<file path="config.mk">
export PLATFORM = sky130hd
export DESIGN_NAME = timer16_atomic
export DESIGN_NICKNAME = d
export VERILOG_FILES = /design/src/rtl/timer16_pkg.sv /design/src/rtl/t16_busif.sv /design/src/rtl/t16_counter.sv /design/src/rtl/t16_cmp.sv /design/src/rtl/timer16_atomic.sv
export SDC_FILE = /design/constraint.sdc
export NUM_CORES = 1
export LEC_CHECK = 0
export ABC_AREA = 0
export BUFFER_PORTS_ARGS = -buffer_cell sky130_fd_sc_hd__buf_2
export CORE_UTILIZATION = 60
export CTS_CLUSTER_SIZE = 28
export DETAILED_ROUTE_END_ITERATION = 7
export PLACE_DENSITY = 0.8
export SLEW_MARGIN = 20
export SYNTH_ARGS = -nofsm -noshare
export SYNTH_HDL_FRONTEND = slang
export SYNTH_SLANG_ARGS = --single-unit
</file>
<file path="constraint.sdc">
create_clock -name clk -period 3.9 [get_ports clk]
set_input_delay 0.975 -clock clk [delete_from_list [all_inputs] [get_ports clk]]
set_output_delay 0.975 -clock clk [all_outputs]
set_load 0.005 [all_outputs]
</file>
<file path="src/rtl/timer16_pkg.sv">
package timer16_pkg;
  localparam int BYTE_W   = 8;
  localparam int CNT_W    = 2 * BYTE_W;
  localparam int NUM_CMP  = 2;
  localparam int NUM_REG  = NUM_CMP + 2;
  localparam int IDX_W    = $clog2(NUM_REG);
  localparam int ADDR_W   = IDX_W + 2;
  localparam int FLAG_W   = NUM_CMP + 2;

  // register index inside the 16-bit register file
  localparam int REG_CNT  = 0;
  localparam int REG_CMP0 = 1;
  localparam int REG_CAP  = NUM_CMP + 1;

  localparam int ADDR_FLAGS = 2 * NUM_REG;

  // flag bit positions
  localparam int FLG_OVF  = 0;
  localparam int FLG_CMP0 = 1;
  localparam int FLG_CAP  = NUM_CMP + 1;

  function automatic logic [CNT_W-1:0] f_inc(input logic [CNT_W-1:0] v);
    return v + CNT_W'(1);
  endfunction

  function automatic logic f_wraps(input logic [CNT_W-1:0] v);
    return &v;
  endfunction

  function automatic logic f_hit(input logic [CNT_W-1:0] cnt,
                                 input logic [CNT_W-1:0] cmp);
    return cnt == cmp;
  endfunction
endpackage

</file>
<file path="src/rtl/t16_busif.sv">
module t16_busif
  import timer16_pkg::*;
(
  input  logic                             clk,
  input  logic                             rst_n,
  input  logic [ADDR_W-1:0]                addr,
  input  logic                             wr,
  input  logic                             rd,
  input  logic [BYTE_W-1:0]                wdata,
  input  logic [NUM_REG-1:0][CNT_W-1:0]    reg_vals,
  input  logic [FLAG_W-1:0]                flags,
  output logic [BYTE_W-1:0]                rdata,
  output logic [NUM_REG-1:0]               commit,
  output logic [CNT_W-1:0]                 commit_data,
  output logic [FLAG_W-1:0]                flag_clr
);
  logic [BYTE_W-1:0] temp_q;
  logic              is_reg, is_hi, via_temp, snap;
  logic [IDX_W-1:0]  idx;

  assign is_reg   = addr < ADDR_W'(ADDR_FLAGS);
  assign is_hi    = addr[0];
  assign idx      = addr[IDX_W:1];
  assign via_temp = (idx == IDX_W'(REG_CNT)) || (idx == IDX_W'(REG_CAP));
  assign snap     = rd && !wr && is_reg && !is_hi && via_temp;

  always_comb begin
    rdata = '0;
    if (addr == ADDR_W'(ADDR_FLAGS))
      rdata = BYTE_W'(flags);
    else if (is_reg) begin
      if (!is_hi)        rdata = reg_vals[idx][BYTE_W-1:0];
      else if (via_temp) rdata = temp_q;
      else               rdata = reg_vals[idx][CNT_W-1:BYTE_W];
    end
  end

  for (genvar r = 0; r < NUM_REG; r++) begin : g_commit
    assign commit[r] = wr && is_reg && !is_hi && (idx == IDX_W'(r));
  end

  assign commit_data = {temp_q, wdata};
  assign flag_clr    = (wr && addr == ADDR_W'(ADDR_FLAGS)) ? wdata[FLAG_W-1:0] : '0;

  always_ff @(posedge clk) begin
    if (!rst_n)                  temp_q <= '0;
    else if (wr && is_reg && is_hi) temp_q <= wdata;
    else if (snap)               temp_q <= reg_vals[idx][CNT_W-1:BYTE_W];
  end

  // a high-byte write lands in the holding register only
  a_r2_temp_load: assert property (@(posedge clk) disable iff (!rst_n)
    (wr && is_reg && is_hi) |=> temp_q == $past(wdata));
  // a low-byte read of the counter freezes its high byte
  a_r3_counter_snap: assert property (@(posedge clk) disable iff (!rst_n)
    (snap && idx == IDX_W'(REG_CNT)) |=> temp_q == $past(reg_vals[REG_CNT][CNT_W-1:BYTE_W]));
  // other reads leave the holding register alone
  a_r3_temp_quiet: assert property (@(posedge clk) disable iff (!rst_n)
    (!wr && !snap) |=> $stable(temp_q));
endmodule

</file>
<file path="src/rtl/t16_counter.sv">
module t16_counter
  import timer16_pkg::*;
(
  input  logic             clk,
  input  logic             rst_n,
  input  logic             tick_in,
  input  logic             ext_clk_in,
  input  logic             clk_sel,
  input  logic             load,
  input  logic [CNT_W-1:0] load_val,
  output logic [CNT_W-1:0] cnt,
  output logic             tick,
  output logic             wrap,
  output logic             block
);
  logic ext_q, pend_q;

  assign tick  = clk_sel ? (ext_clk_in && !ext_q) : tick_in;
  assign wrap  = tick && f_wraps(cnt);
  assign block = tick && pend_q;

  always_ff @(posedge clk) begin
    if (!rst_n) begin
      cnt    <= '0;
      ext_q  <= 1'b0;
      pend_q <= 1'b0;
    end else begin
      ext_q <= ext_clk_in;
      if (load)      cnt <= load_val;
      else if (tick) cnt <= f_inc(cnt);
      if (load)      pend_q <= 1'b1;
      else if (tick) pend_q <= 1'b0;
    end
  end

  // one step per tick, nothing otherwise, load has priority
  a_r4_step: assert property (@(posedge clk) disable iff (!rst_n)
    (tick && !load) |=> cnt == CNT_W'($past(cnt) + 1'b1));
  a_r4_hold: assert property (@(posedge clk) disable iff (!rst_n)
    (!tick && !load) |=> $stable(cnt));
  a_r4_load_wins: assert property (@(posedge clk) disable iff (!rst_n)
    load |=> cnt == $past(load_val));
  // wrap lands on zero
  a_r5_wrap_zero: assert property (@(posedge clk) disable iff (!rst_n)
    (wrap && !load) |=> cnt == '0);
endmodule

</file>
<file path="src/rtl/t16_cmp.sv">
module t16_cmp
  import timer16_pkg::*;
(
  input  logic             clk,
  input  logic             rst_n,
  input  logic [CNT_W-1:0] cnt,
  input  logic             tick,
  input  logic             block,
  input  logic             load,
  input  logic [CNT_W-1:0] load_val,
  output logic [CNT_W-1:0] cmp,
  output logic             match,
  output logic             wave
);
  assign match = tick && !block && f_hit(cnt, cmp);

  always_ff @(posedge clk) begin
    if (!rst_n) begin
      cmp  <= '0;
      wave <= 1'b0;
    end else begin
      if (load)  cmp  <= load_val;
      if (match) wave <= !wave;
    end
  end

  // waveform toggles exactly on hits
  a_r6_toggle: assert property (@(posedge clk) disable iff (!rst_n)
    match |=> wave != $past(wave));
  a_r6_hold: assert property (@(posedge clk) disable iff (!rst_n)
    !match |=> $stable(wave));
endmodule

</file>
<file path="src/rtl/timer16_atomic.sv">
module timer16_atomic
  import timer16_pkg::*;
(
  input  logic              clk,
  input  logic              rst_n,
  input  logic [3:0]        bus_addr,
  input  logic              bus_wr,
  input  logic              bus_rd,
  input  logic [7:0]        bus_wdata,
  output logic [7:0]        bus_rdata,
  input  logic              tick_in,
  input  logic              ext_clk_in,
  input  logic              clk_sel,
  input  logic              capture_in,
  output logic [1:0]        wave_o,
  output logic [3:0]        flags_o
);
  logic [NUM_REG-1:0][CNT_W-1:0] reg_vals;
  logic [NUM_REG-1:0]            commit;
  logic [CNT_W-1:0]              commit_data;
  logic [FLAG_W-1:0]             flag_clr, flag_set, flags_q;
  logic [CNT_W-1:0]              cnt, cap_q;
  logic                          cnt_tick, cnt_wrap, cnt_block;
  logic [NUM_CMP-1:0]            match, wave;
  logic                          cap_in_q, cap_evt;

  t16_busif u_busif (
    .clk(clk), .rst_n(rst_n), .addr(bus_addr), .wr(bus_wr), .rd(bus_rd),
    .wdata(bus_wdata), .reg_vals(reg_vals), .flags(flags_q), .rdata(bus_rdata),
    .commit(commit), .commit_data(commit_data), .flag_clr(flag_clr)
  );

  t16_counter u_counter (
    .clk(clk), .rst_n(rst_n), .tick_in(tick_in), .ext_clk_in(ext_clk_in),
    .clk_sel(clk_sel), .load(commit[REG_CNT]), .load_val(commit_data),
    .cnt(cnt), .tick(cnt_tick), .wrap(cnt_wrap), .block(cnt_block)
  );

  for (genvar i = 0; i < NUM_CMP; i++) begin : g_cmp
    t16_cmp u_cmp (
      .clk(clk), .rst_n(rst_n), .cnt(cnt), .tick(cnt_tick), .block(cnt_block),
      .load(commit[REG_CMP0+i]), .load_val(commit_data),
      .cmp(reg_vals[REG_CMP0+i]), .match(match[i]), .wave(wave[i])
    );
  end

  assign reg_vals[REG_CNT] = cnt;
  assign reg_vals[REG_CAP] = cap_q;
  assign cap_evt = capture_in && !cap_in_q;

  always_comb begin
    flag_set          = '0;
    flag_set[FLG_OVF] = cnt_wrap;
    for (int i = 0; i < NUM_CMP; i++) flag_set[FLG_CMP0+i] = match[i];
    flag_set[FLG_CAP] = cap_evt;
  end

  always_ff @(posedge clk) begin
    if (!rst_n) begin
      cap_q    <= '0;
      cap_in_q <= 1'b0;
      flags_q  <= '0;
    end else begin
      cap_in_q <= capture_in;
      if (cap_evt)               cap_q <= cnt;
      else if (commit[REG_CAP])  cap_q <= commit_data;
      flags_q <= (flags_q & ~flag_clr) | flag_set;
    end
  end

  assign wave_o  = wave;
  assign flags_o = flags_q;

  // wrap raises the overflow flag
  a_r5_ovf_flag: assert property (@(posedge clk) disable iff (!rst_n)
    cnt_wrap |=> flags_q[FLG_OVF]);
  // a blocked tick leaves every waveform alone
  a_r7_blocked: assert property (@(posedge clk) disable iff (!rst_n)
    (cnt_tick && cnt_block) |=> $stable(wave));
  // capture stores the counter of the edge cycle
  a_r8_capture: assert property (@(posedge clk) disable iff (!rst_n)
    cap_evt |=> (cap_q == $past(cnt)) && flags_q[FLG_CAP]);
  // uncleared flags persist, and a new event beats a clear
  a_r9_sticky: assert property (@(posedge clk) disable iff (!rst_n)
    1'b1 |=> (flags_q & $past(flags_q & ~flag_clr)) == $past(flags_q & ~flag_clr));
  a_r9_set_wins: assert property (@(posedge clk) disable iff (!rst_n)
    (flag_set != '0) |=> (flags_q & $past(flag_set)) == $past(flag_set));
endmodule

</file>
Yosys cells after proc, flatten, opt, wreduce, memory -nomap -nowiden. Cells that the tools add are included.

Bits in registers: 81. Input bits: 20. Output and inout bits: 14. Logic and storage cells: 71.

Add/sub/neg operators: 1. Order comparisons: 2. Eq/ne operators: 6. Muxes and demuxes: 16. Bitwise gates (word level): 3. Reduce and logical (&&, ||, !) cells: 32.

Operators by type and width (count): 2-to-1 mux 16 bit (5); 2-to-1 mux 8 bit (6); binary-select mux 16 bit (select 2 bit) (1); equality test 16 bit (2); logical AND 1 bit (19); adder 16 x 1 -> 16 bit (second input constant) (1); AND reduction 16 bit (1); zero test 1 bit (7); nonzero test 2 bit (3); AND 4 bit (1); equality test 2 bit (second input constant) (2); equality test 4 bit (second input constant) (1); < comparator 4 bit (second input constant) (1); 2-to-1 mux 4 bit (1); inverter 4 bit (1); bitwise OR 4 bit (1); < comparator 2 x 3 -> 1 bit (second input constant) (1); 2-to-1 mux 1 bit (3); equality test 2 x 1 -> 1 bit (second input constant) (1); zero test 2 bit (1); logical OR 1 bit (1).

Logic depth before layout (Yosys ltp). Gate-level depths: netlist of the first run.

Depth after elaboration: 8. Mapped depth: 10. Mapped depth without buffers: 6.

Modules after synthesis. From an unflattened synthesis of the first run, not the netlist that was laid out.

Cell total of the unflattened synthesis: 530. Area total of the unflattened synthesis: 4956.0 um2.

By module, submodules not included: t16_cmp (times used 2, cells an instance 78, area an instance 817.0 um2, seq. area each 340.3 um2); t16_busif (times used 1, cells an instance 165, area an instance 1340.0 um2, seq. area each 160.2 um2); t16_counter (times used 1, cells an instance 121, area an instance 1012.2 um2, seq. area each 360.3 um2); timer16_atomic (times used 1, cells an instance 88, area an instance 969.7 um2, seq. area each 420.4 um2).

Least setup slack after synthesis of the first run. OpenSTA, ideal clock, no wires.

Path type: in2out. Start: input bus_addr[2]. End: output bus_rdata[7]. Data arrival time: 2.498 ns. Required time: 2.925 ns. Path slack: 0.427 ns. Cell stages on the path: 7. Path buffers: 3. Cell sequence: buf_2 > buf_2 > inv_1 > ha_1 > buf_2 > mux2i_1 > a2111oi_0.

Word-level cells in the longest chain between the ends: 6. Elaborated cells on any way between the ends: 11. Those cells by class: 1 x order compare; 2 x eq/ne; 6 x mux; 2 x reduce/logical.

Ends and longest elaborated chain: start: declaration (RTL line timer16_atomic.sv:6) `input logic [3:0] bus_addr,`; binary-select mux 16 bit (select 2 bit), or another cell as far along (RTL line t16_busif.sv:32, t16_busif.sv:34); 2-to-1 mux 16 bit (implied by the code) / logical OR 1 bit (equally long branches) (RTL line t16_busif.sv:32, t16_busif.sv:24); 2-to-1 mux 8 bit (RTL line t16_busif.sv:33) `else if (via_temp) rdata = temp_q;`; 2-to-1 mux 8 bit (RTL line t16_busif.sv:32) `if (!is_hi) rdata = reg_vals[idx][BYTE_W-1:0];`; 2-to-1 mux 8 bit (RTL line t16_busif.sv:31) `else if (is_reg) begin`; 2-to-1 mux 8 bit (*) (RTL line t16_busif.sv:29) `if (addr == ADDR_W'(ADDR_FLAGS))`; end: declaration (RTL line timer16_atomic.sv:10) `output logic [7:0] bus_rdata,`.

Mark *: on every way between the ends. The rest lies on a longest branch, timed or not. The select of a mux whose other input is x is not followed.

Worst setup path after layout of the first run.
Start: input bus_addr[1]. End: output bus_rdata[5].

The elaborated chain is that of the path after synthesis.

==> reports/metrics.yaml, run 1 <==
cells_and_area:
  final_cells: 623
  post_route_cells_drive_above_1_share: 0.1489
  fillers: 618
  diodes: 0
  nNetsFinal: 545
  area_growth_pct: 6.737
critical_path:
  startpoint_type: "input pin"
  cpMostUsedCell: "buf_2"
  required_ns: 2.92
  cp_top_family: "multiplexers"
  rr_endpoint: "u_counter.cnt[10]$_SDFFE_PN0P_"
  reg2reg_slack_ns: 1.76
  cp.depth: 6
  crit_slowest_cell: "mux4_2"
  path_cells: "buf_2, buf_4, mux4_2, mux2i_1, a211oi_1, buf_2"
  crit_fanout: 15
  critPathCaptureType: "output port"
  r2r_start: "u_counter.cnt[3]$_SDFFE_PN0P_"
  crit_end: "bus_rdata[5]"
  reg2reg_depth: 5
  crit_buf_inv: 3
  cp_slowest_stage_delay_ns: 0.56
  cp.arrival_ns: 2.56
  setup.worst_path.class: "in2out"
  cp-startpoint: "bus_addr[1]"
synth:
  synth_area_mm2: 0.004476
  synth.avg_cell_area_um2: 8.623
  synth_cell_types: 44
  synth_area_leaders: "dfxtp_1 (36%), nand2_1 (8.1%), xor2_1 (7.4%)"
  synth_top_area_cell: "dfxtp_1"
  syn_inst: 519
  yosys_warnings: 0
  ys_async_sr_fraction: 0
  syn-num-nets: 544
  netlist.area_leader.share: 0.3623
  synth_edf_count: 0
  ys_seq_elements: 81
  ys_seq_area_frac: 0.3623
  synth-main-ff-cell: "dfxtp_1"
clocking:
  cts_sinks: 81
  cts_setup_buffers: 0
  clockBufferDepth: 2
  path_clk_slew_ns: 0.08
  cts_root_buffer: "clkbuf_8"
  cts_resized: 0
  cts_hold_buf: 0
  cts_buffers: 9
  cts_tree: "done"
  clock_latency_ns: 0.36
  cts.htree.levels: 3
routing:
  drc: 0
  firstDrtPassIters: 7
  viasPerCell: 6.302
  wl_met2_um: 5989
  drtAntennaViolNets: 0
  wl_met3_um: 962
  wl_um: 12420
  dr.first_iter.drc_count: 523
  wl_met1_um: 4926
  wl_per_cell_um: 19.94
  num_vias: 3926
  highest_layer: "met4"
timing:
  slew_viol_final: 0
  worstMarginPinSlew_ns: 0.8885
  layout_min_cycle_time_ns: 3.531
  setup_viol: 0
  hold_viol: 0
  tns_ns: 0
  slew_headroom: 0.4070
  rsz0062_at_grt: "false"
  period_share: 0.9053
  fin_worst_skew_ns: 0.01638
  fmax_mhz: 283.2
global_routing:
  grt_pass1_vias: 3788
  grt_max_degree: 68
  grt_overflow: 0
  track_usage: 0.3453
  antenna_found_initial: 0
  grt_pass1_wl_um: 19810
run_status:
  outcome: "complete, no violations"
floorplanning:
  die-area_mm2: 0.007808
  core_mm2: 0.007214
  die_w_um: 88.37
  rows: 31
  dieHeight_um: 88.37
  io_pins: 34
  start_util: 0.6204
pwr:
  power_leakage_nw: 1.907
  cellPowerDensity_mw_per_mm2: 370.8
  ir_drop_uv: 201.5
place:
  dp_cells: 608
  dp_hpwl_um: 8555
  gp_congestion: 0.9721
  port_buffers: 33
hold_path:
  hold_path_class: "reg2reg"
flow_run:
  cap_violations: 0
kinds of logic (layout without fill, tap and decap cells):
group           count (synthesis)  count (layout)  share of synthesized area
simple gates                  173             173                     0.1826
compound gates                122             122                     0.1641
flops                          81              81                     0.3623
buf+inv                        54              59                    0.06038
xor+xnor                       46              46                    0.09170
mux                            38              38                     0.1250
fa+ha+maj                       5               5                    0.01398
report_power, final:
group | switching (mW) | leakage, nW | internal, mW | total, mW
clock | 0.308 | 0.102 | 0.357 | 0.665
combinational | 0.127 | 1.15 | 0.0853 | 0.212
sequential | 0.0376 | 0.659 | 0.856 | 0.894
worst min-delay path by stage:
stage                                          start                                to  slack (ns)  cells after the start
floorplan              u_counter.pend_q$_SDFFE_PN0P_     u_counter.pend_q$_SDFFE_PN0P_        0.44                      2
global placement       u_counter.pend_q$_SDFFE_PN0P_     u_counter.pend_q$_SDFFE_PN0P_        0.45                      2
detailed placement             flags_o[3]$_SDFF_PN0_             flags_o[3]$_SDFF_PN0_        0.47                      2
CTS                 g_cmp[0].u_cmp.wave$_SDFFE_PN0P_  g_cmp[0].u_cmp.wave$_SDFFE_PN0P_        0.48                      2
global route                   flags_o[1]$_SDFF_PN0_             flags_o[1]$_SDFF_PN0_        0.51                      2
finish              g_cmp[0].u_cmp.wave$_SDFFE_PN0P_  g_cmp[0].u_cmp.wave$_SDFFE_PN0P_        0.48                      2
flip-flops by register name, summed over array words and instances (netlist names):
register,count
u_counter.pend_q,1
u_counter.cnt,16
flags_o,4
g_cmp.u_cmp.wave,2
cap_in_q,1
cap_q,16
u_counter.ext_q,1
u_busif.temp_q,8
g_cmp.u_cmp.cmp,32
placed cells by master (no fill, tap or decap), types with 9 or more instances in the layout:
master | Yosys | routed
a211oi_1 | 23 | 23
a21oi_1 | 61 | 61
and3_1 | 9 | 9
buf_2 | 12 | 33
clkbuf_8 | 0 | 9
dfxtp_1 | 81 | 81
mux2i_1 | 24 | 24
mux4_2 | 13 | 13
nand2_1 | 97 | 97
nand3_1 | 10 | 9
nor2_1 | 24 | 24
o21ai_0 | 19 | 19
xor2_1 | 38 | 38
routing by layer:
metal / GRT usage / up-vias
met5: 0 / -
met4: 0.1760 / 0
met3: 0.06903 / 45
met2: 0.5685 / 198
met1: 0.4309 / 1864
li1: - / 1819
synthesized netlist by cell type, types with 3 or more instances:
library cell  count
and2_1            5
mux2i_1          24
nor2_1           24
xor2_1           38
and3_1            9
nor4_1            4
buf_6             5
ha_1              5
a2111oi_0         3
nand3_1          10
buf_2            12
nand2b_1          4
nand2_1          97
clkbuf_1         26
o21ai_0          19
buf_1             3
xnor2_1           7
nor4_2            4
a21oi_1          61
a22oi_1           8
dfxtp_1          81
mux4_2           13
a211oi_1         23
buf_4             4
inv_1             4
worst register-to-register path, delay by kind of cell (launching register included):
kind	cells	cell delay, ns
and+or+nand+nor	2	0.65
AOI/OAI and AO/OA	2	0.63
DFF	1	0.58
xor gates and xnor gates	1	0.14
area by class of cell:
type	count	area [µm²]	share of cell area
repair buffers	40	217.7	0.04557
multi-input cells	384	2589	0.5419
flip-flops and latches	81	1622	0.3394
clock inverters	5	81.33	0.01702
clock buffers	10	127.6	0.02672
inverters	4	16.27	0.003405
well taps	99	123.9	0.02593
through the flow:
step | area (µm²) | power [mW] | setup slack [ns] | util | hold slack (ns)
CTS | 4771 | 1.771 | 0.3733 | 0.6613 | 0.4835
finish | 4777 | 1.771 | 0.3692 | 0.6622 | 0.4807
detailed placement | 4562 | 1.120 | 0.4035 | 0.6323 | 0.4725
global placement | 4562 | 1.112 | 0.4423 | 0.6323 | 0.4545
global route | 4777 | 1.830 | 0.2431 | 0.6622 | 0.5075
floorplan | 4476 | 1.050 | 0.4272 | - | 0.4428
(Power assumes the default switching activity.)
==> run 2, diff against run 1 <==
--- a/config.mk
+++ b/config.mk
@@ -7,6 +7,7 @@
 export LEC_CHECK = 0
 export ABC_AREA = 0
 export BUFFER_PORTS_ARGS = -buffer_cell sky130_fd_sc_hd__buf_2
+export CORE_MARGIN = 2
 export CORE_UTILIZATION = 60
 export CTS_CLUSTER_SIZE = 28
 export DETAILED_ROUTE_END_ITERATION = 7
==> reports/metrics.yaml, run 2 (same netlist as run 1, synthesis figures left out) <==
pwr:
  ir_drop_uv: 268.5  # +33%
  power.clock.fraction: 0.334  # -0.042
  total_power_mw: 1.663  # -6.1%
  combinationalPowerShare: 0.131  # +0.011
  switching_share: 0.2783  # +0.01172
  seqPwrFrac: 0.535  # +0.030
  power_leakage_nw: 1.896  # -0.58%
  cellPowerDensity_mw_per_mm2: 350.5  # -5.5%
  p_sw_uw: 462.8  # -2.0%
  power.internal_mw: 1.200  # -7.6%
critical_path:
  cp-startpoint: "bus_addr[1]"
  path_cells: "buf_2, inv_1, ha_1, buf_4, mux2i_1, nand2_1, o21ai_0, o21ai_0, buf_2"
  startpoint_type: "input pin"
  crit_slowest_cell: "ha_1"
  cp.arrival_ns: 2.52  # -0.04 ns
  setup.worst_path.class: "in2out"
  crit_fanout: 7  # -8
  crit_buf_inv: 4  # +1
  cp.depth: 9  # +3
  rr_endpoint: "g_cmp[0].u_cmp.wave$_SDFFE_PN0P_"
  required_ns: 2.92  # about the same
  reg2reg_slack_ns: 1.86  # +0.10 ns
  reg2reg_depth: 5  # unchanged
  cp_slowest_stage_delay_ns: 0.52  # -0.04 ns
  critPathCaptureType: "output port"
  r2r_start: "u_counter.cnt[0]$_SDFFE_PN0P_"
  crit_end: "bus_rdata[3]"
  cp_top_family: "buffers and inverters"
cells_and_area:
  top_regs: "g_cmp.u_cmp.cmp: 32 flops, cap_q: 16 flops, u_counter.cnt: 16 flops"
  diodes: 0  # unchanged
  final_cells: 622  # -0.16%
  final_common_cell: "nand2_1"
  area_growth_pct: 6.011
  regMostFlops: "g_cmp.u_cmp.cmp"
  nNetsFinal: 545  # unchanged
  final_cell_mix: "nand2_1 (97), dfxtp_1 (81), a21oi_1 (61)"
  post_route_cells_drive_above_1_share: 0.1472  # -0.001627
  largest_register_ffs: 32  # unchanged
global_routing:
  grt_overflow: 0  # unchanged
  antenna_found_initial: 0  # unchanged
  grt_pass1_vias: 3729  # -1.6%
  grt_pass1_wl_um: 19390  # -2.1%
  track_usage: 0.3044  # -0.04088
  grt_max_degree: 68  # unchanged
routing:
  dr.first_iter.drc_count: 403  # -23%
  drc: 0  # unchanged
  wl_um: 12070  # -2.8%
  num_vias: 3888  # -0.97%
  drtAntennaViolNets: 0  # unchanged
  viasPerCell: 6.251  # -0.81%
  firstDrtPassIters: 5  # -2
  wl_per_cell_um: 19.41  # -2.7%
floorplanning:
  rows: 31  # unchanged
  die_w_um: 90.37  # +2.3%
  start_util: 0.6170  # -0.003317
  die-area_mm2: 0.008166  # +4.6%
  dieHeight_um: 90.37  # +2.3%
  io_pins: 34  # unchanged
  core_mm2: 0.007253  # +0.54%
place:
  dp_hpwl_um: 8121  # -5.1%
  dp_cells: 608  # unchanged
  port_buffers: 33  # unchanged
  post-place-ws_ns: 0.4233  # +0.01979 ns
  gp_congestion: 0.9472  # -2.6%
clocking:
  cts_hold_buf: 0  # unchanged
  cts_sinks: 81  # unchanged
  cts_buffers: 9  # unchanged
  cts_tree: "done"
  cts.htree.levels: 3  # unchanged
  path_clk_slew_ns: 0.08  # about the same
  cts_resized: 0  # unchanged
  cts_setup_buffers: 0  # unchanged
  clockBufferDepth: 2  # unchanged
  clock_latency_ns: 0.36  # about the same
  cts_root_buffer: "clkbuf_8"
timing:
  layout_min_cycle_time_ns: 3.499  # -0.03214 ns
  fmax_mhz: 285.8  # +0.92%
  fin_ws_ns: 0.4013  # +0.03214 ns
  worstMarginPinSlew_ns: 0.8979  # +0.009324 ns
  period_share: 0.8971  # -0.008241
  setup_viol: 0  # unchanged
  hold_viol: 0  # unchanged
  rsz0062_at_grt: "false"
  tns_ns: 0  # unchanged
  slew_viol_final: 0  # unchanged
  slew_headroom: 0.4014  # -0.005527
  fin_worst_skew_ns: 0.005619  # -0.01077 ns
run_status:
  outcome: "complete, no violations"
hold_path:
  hold_path_class: "reg2reg"
flow_run:
  cap_violations: 0  # unchanged
run 2: cell types whose count changed in the layout (fill, tap and decap cells not counted):
cell | before | now
bufinv_16 | 2 | 0
clkinv_2 | 2 | 3
buf_4 | 7 | 6
buf_12 | 0 | 1
nand3_2 | 1 | 0
clkbuf_1 | 1 | 0
clkinv_4 | 1 | 0
clkbuf_8 | 9 | 11
nand3_1 | 9 | 10
run 2: metal layers:
metal | vias to the layer above | track usage | share of wire
li1 | 1820 | - | -
met1 | 1836 | 0.3858 | 0.40
met2 | 194 | 0.4962 | 0.47
met3 | 38 | 0.07513 | 0.093
met4 | 0 | 0.1295 | 0.035
met5 | - | 0 | 0
run 2: layout make-up:
| class | instances | area (µm²) |
|---|---|---|
| Tap cell | 99 | 123.9 |
| Fill cell | 621 | 2509 |
| Clock inverter | 3 | 17.52 |
| Multi-Input combinational cell | 384 | 2584 |
| Inverter | 4 | 16.27 |
| Timing Repair Buffer | 40 | 230.2 |
| Clock buffer | 11 | 151.4 |
| Sequential cell | 81 | 1622 |
run 2: how the worst min path moves through the flow:
| stage | start | end | slack, ns | cells past startpoint |
|---|---|---|---|---|
| final | u_counter.pend_q$_SDFFE_PN0P_ | u_counter.pend_q$_SDFFE_PN0P_ | 0.46 | 2 |
| after global routing | u_counter.pend_q$_SDFFE_PN0P_ | u_counter.pend_q$_SDFFE_PN0P_ | 0.48 | 2 |
| after global placement | u_counter.pend_q$_SDFFE_PN0P_ | u_counter.pend_q$_SDFFE_PN0P_ | 0.45 | 2 |
| after CTS | u_counter.pend_q$_SDFFE_PN0P_ | u_counter.pend_q$_SDFFE_PN0P_ | 0.47 | 2 |
| after floorplan | u_counter.pend_q$_SDFFE_PN0P_ | u_counter.pend_q$_SDFFE_PN0P_ | 0.44 | 2 |
| after detailed placement | u_counter.pend_q$_SDFFE_PN0P_ | u_counter.pend_q$_SDFFE_PN0P_ | 0.46 | 2 |
run 2: metrics by stage:
stage | cell area [µm²] | hold slack [ns] | util
after floorplan | 4476 | 0.4428 | -
after global placement | 4574 | 0.4515 | 0.6307
final | 4745 | 0.4647 | 0.6541
after global routing | 4745 | 0.4812 | 0.6541
after CTS | 4743 | 0.4677 | 0.6540
after detailed placement | 4574 | 0.4563 | 0.6307
run 2: worst min-delay path, stage by stage (launching register included):
cell and delay [ns]:
dfxtp_1 0.31, nand3_1 0.06, a21oi_1 0.06
run 2: power groups by stage:
stage | Sequential (mW) | Combinational [mW] | Clock [mW]
global route | 0.894 | 0.238 | 0.593
CTS | 0.890 | 0.214 | 0.562
detailed placement | 0.909 | 0.212 | 0
floorplan | 0.891 | 0.159 | 0
finish | 0.890 | 0.218 | 0.555
global placement | 0.908 | 0.206 | 0
==> run 3, diff against run 2 <==
--- a/config.mk
+++ b/config.mk
@@ -7,11 +7,12 @@
 export LEC_CHECK = 0
 export ABC_AREA = 0
 export BUFFER_PORTS_ARGS = -buffer_cell sky130_fd_sc_hd__buf_2
+export CORE_ASPECT_RATIO = 2
 export CORE_MARGIN = 2
 export CORE_UTILIZATION = 60
 export CTS_CLUSTER_SIZE = 28
 export DETAILED_ROUTE_END_ITERATION = 7
-export PLACE_DENSITY = 0.8
+export PLACE_DENSITY = 0.86
 export SLEW_MARGIN = 20
 export SYNTH_ARGS = -nofsm -noshare
 export SYNTH_HDL_FRONTEND = slang
==> reports/metrics.yaml, run 3 (same netlist as run 1, synthesis figures left out) <==
run_status:
  outcome: "complete, no violations"
clocking:
  clockBufferDepth: 2  # unchanged
  cts_sinks: 81  # unchanged
  path_clk_slew_ns: 0.06  # -0.02 ns
  cts_resized: 0  # unchanged
  cts_hold_buf: 0  # unchanged
  cts.htree.levels: 3  # unchanged
  cts_root_buffer: "clkbuf_16"
  cts_buffers: 9  # unchanged
  cts_setup_buffers: 0  # unchanged
  cts_tree: "done"
  clock_latency_ns: 0.34  # -0.02 ns
timing:
  layout_min_cycle_time_ns: 3.498  # -0.0008940 ns
  slew_headroom: 0.3768  # -0.02460
  fin_worst_skew_ns: 0.002974  # -0.002645 ns
  tns_ns: 0  # unchanged
  hold_ws_ns: 0.4731  # +0.008355 ns
  rsz0062_at_grt: "false"
  slew_viol_final: 0  # unchanged
  hold_viol: 0  # unchanged
  fmax_mhz: 285.9  # about the same
  period_share: 0.8969  # about the same
  fin_ws_ns: 0.4022  # +0.0008940 ns
  worstMarginPinSlew_ns: 0.9348  # +0.03690 ns
  setup_viol: 0  # unchanged
cells_and_area:
  final_cell_mix: "nand2_1 (97), dfxtp_1 (81), a21oi_1 (61)"
  post_route_cells_drive_above_1_share: 0.1483  # +0.001061
  final_common_cell: "nand2_1"
  final_cells: 618  # -0.64%
  nNetsFinal: 546  # +0.18%
  largest_register_ffs: 32  # unchanged
  final_cell_area_mm2: 0.004870  # +2.6%
  area_growth_pct: 8.806
  post-route-util: 0.6701  # +0.01598
  top_regs: "g_cmp.u_cmp.cmp: 32 flops, cap_q: 16 flops, u_counter.cnt: 16 flops"
  diodes: 0  # unchanged
  fillers: 580  # -6.6%
  regMostFlops: "g_cmp.u_cmp.cmp"
routing:
  num_vias: 4098  # +5.4%
  wl_um: 12990  # +7.6%
  drtAntennaViolNets: 0  # unchanged
  wl_per_cell_um: 21.03  # +8.3%
  viasPerCell: 6.631  # +6.1%
  drc: 0  # unchanged
  firstDrtPassIters: 5  # unchanged
  dr.first_iter.drc_count: 353  # -12%
place:
  port_buffers: 33  # unchanged
  gp_congestion: 0.9705  # +2.5%
  post-place-ws_ns: 0.4330  # +0.009669 ns
  dp_cells: 602  # -0.99%
  place_area_mm2: 0.004573  # about the same
  dp_hpwl_um: 8872  # +9.2%
floorplanning:
  rows: 44  # +42%
  start_util: 0.6159  # -0.001169
  io_pins: 34  # unchanged
  core_mm2: 0.007267  # +0.19%
  die_w_um: 65.07  # -28%
  dieHeight_um: 126.1  # +40%
  die-area_mm2: 0.008208  # +0.52%
critical_path:
  reg2reg_slack_ns: 1.94  # +0.08 ns
  critPathCaptureType: "output port"
  r2r_start: "u_counter.cnt[3]$_SDFFE_PN0P_"
  reg2reg_depth: 5  # unchanged
  startpoint_type: "input pin"
  cp.arrival_ns: 2.52  # about the same
  setup.worst_path.class: "in2out"
  required_ns: 2.92  # about the same
  rr_endpoint: "u_counter.cnt[10]$_SDFFE_PN0P_"
  crit_fanout: 7  # unchanged
pwr:
  seqPwrFrac: 0.459  # -0.076
  ir_drop_uv: 328.2  # +22%
  total_power_mw: 1.942  # +17%
  p_sw_uw: 494.6  # +6.9%
  switching_share: 0.2546  # -0.02369
  power.clock.fraction: 0.425  # +0.091
  power.internal_mw: 1.448  # +21%
  power_leakage_nw: 1.956  # +3.2%
  combinationalPowerShare: 0.117  # -0.014
  cellPowerDensity_mw_per_mm2: 398.9  # +14%
global_routing:
  track_usage: 0.3324  # +0.02793
  antenna_found_initial: 0  # unchanged
  grt_pass1_wl_um: 20240  # +4.4%
  grt_overflow: 0  # unchanged
  grt_max_degree: 68  # unchanged
  grt_pass1_vias: 3961  # +6.2%
hold_path:
  hold_path_class: "reg2reg"
  hold_end: "flags_o[0]$_SDFF_PN0_"
  hold_start: "flags_o[0]$_SDFF_PN0_"
  min_path_cells: 2  # unchanged
flow_run:
  cap_violations: 0  # unchanged
## run 3: cell count changes in the layout (fill, tap and decap cells not counted), sizes merged
| cell | previous run | this run |
|---|---|---|
| clkbuf | 11 | 15 |
| buf | 40 | 41 |
| clkinv | 3 | 1 |
## run 3: worst max path at each step
stage / startpoint / cells after the start / slack [ns] / endpoint
after floorplan: bus_addr[2] / 7 / 0.43 / bus_rdata[7]
after global placement: bus_addr[1] / 9 / 0.49 / bus_rdata[2]
after detailed placement: bus_addr[1] / 9 / 0.43 / bus_rdata[3]
after CTS: bus_addr[1] / 9 / 0.44 / bus_rdata[3]
after global routing: bus_addr[1] / 9 / 0.33 / bus_rdata[2]
final: bus_addr[1] / 9 / 0.40 / bus_rdata[3]
## run 3: metal layers
| layer | vias to the layer above | track usage | routed length [µm] |
|---|---|---|---|
| met4 | 0 | 0.2966 | 1238 |
| met3 | 80 | 0.05893 | 910 |
| met1 | 1952 | 0.3439 | 4275 |
| met2 | 238 | 0.5543 | 6570 |
| li1 | 1828 | - | - |
| met5 | - | 0 | 0 |
## run 3: layout make-up
cell class	count	area, µm²	area share
multi-input combinational	384	2584	0.5306
sequential	81	1622	0.3330
clock buffer	15	287.8	0.05910
timing repair buffer	41	237.7	0.04882
tap	92	115.1	0.02364
inverter	4	16.27	0.003340
clock inverter	1	7.507	0.001542
## run 3: worst max-delay path: stages
cell and delay (ns):
buf_2 0.12, inv_1 0.09, ha_1 0.53, buf_4 0.22, mux2i_1 0.19, nand2_1 0.06, o21ai_0 0.10, o21ai_0 0.11
buf_2 0.14
## run 3: power by group through the flow
stage | combinational [mW] | sequential (mW) | clock [mW]
after floorplan | 0.159 | 0.891 | 0
after global placement | 0.214 | 0.906 | 0
after detailed placement | 0.220 | 0.908 | 0
after CTS | 0.223 | 0.890 | 0.831
after global routing | 0.245 | 0.893 | 0.862
final | 0.227 | 0.891 | 0.825
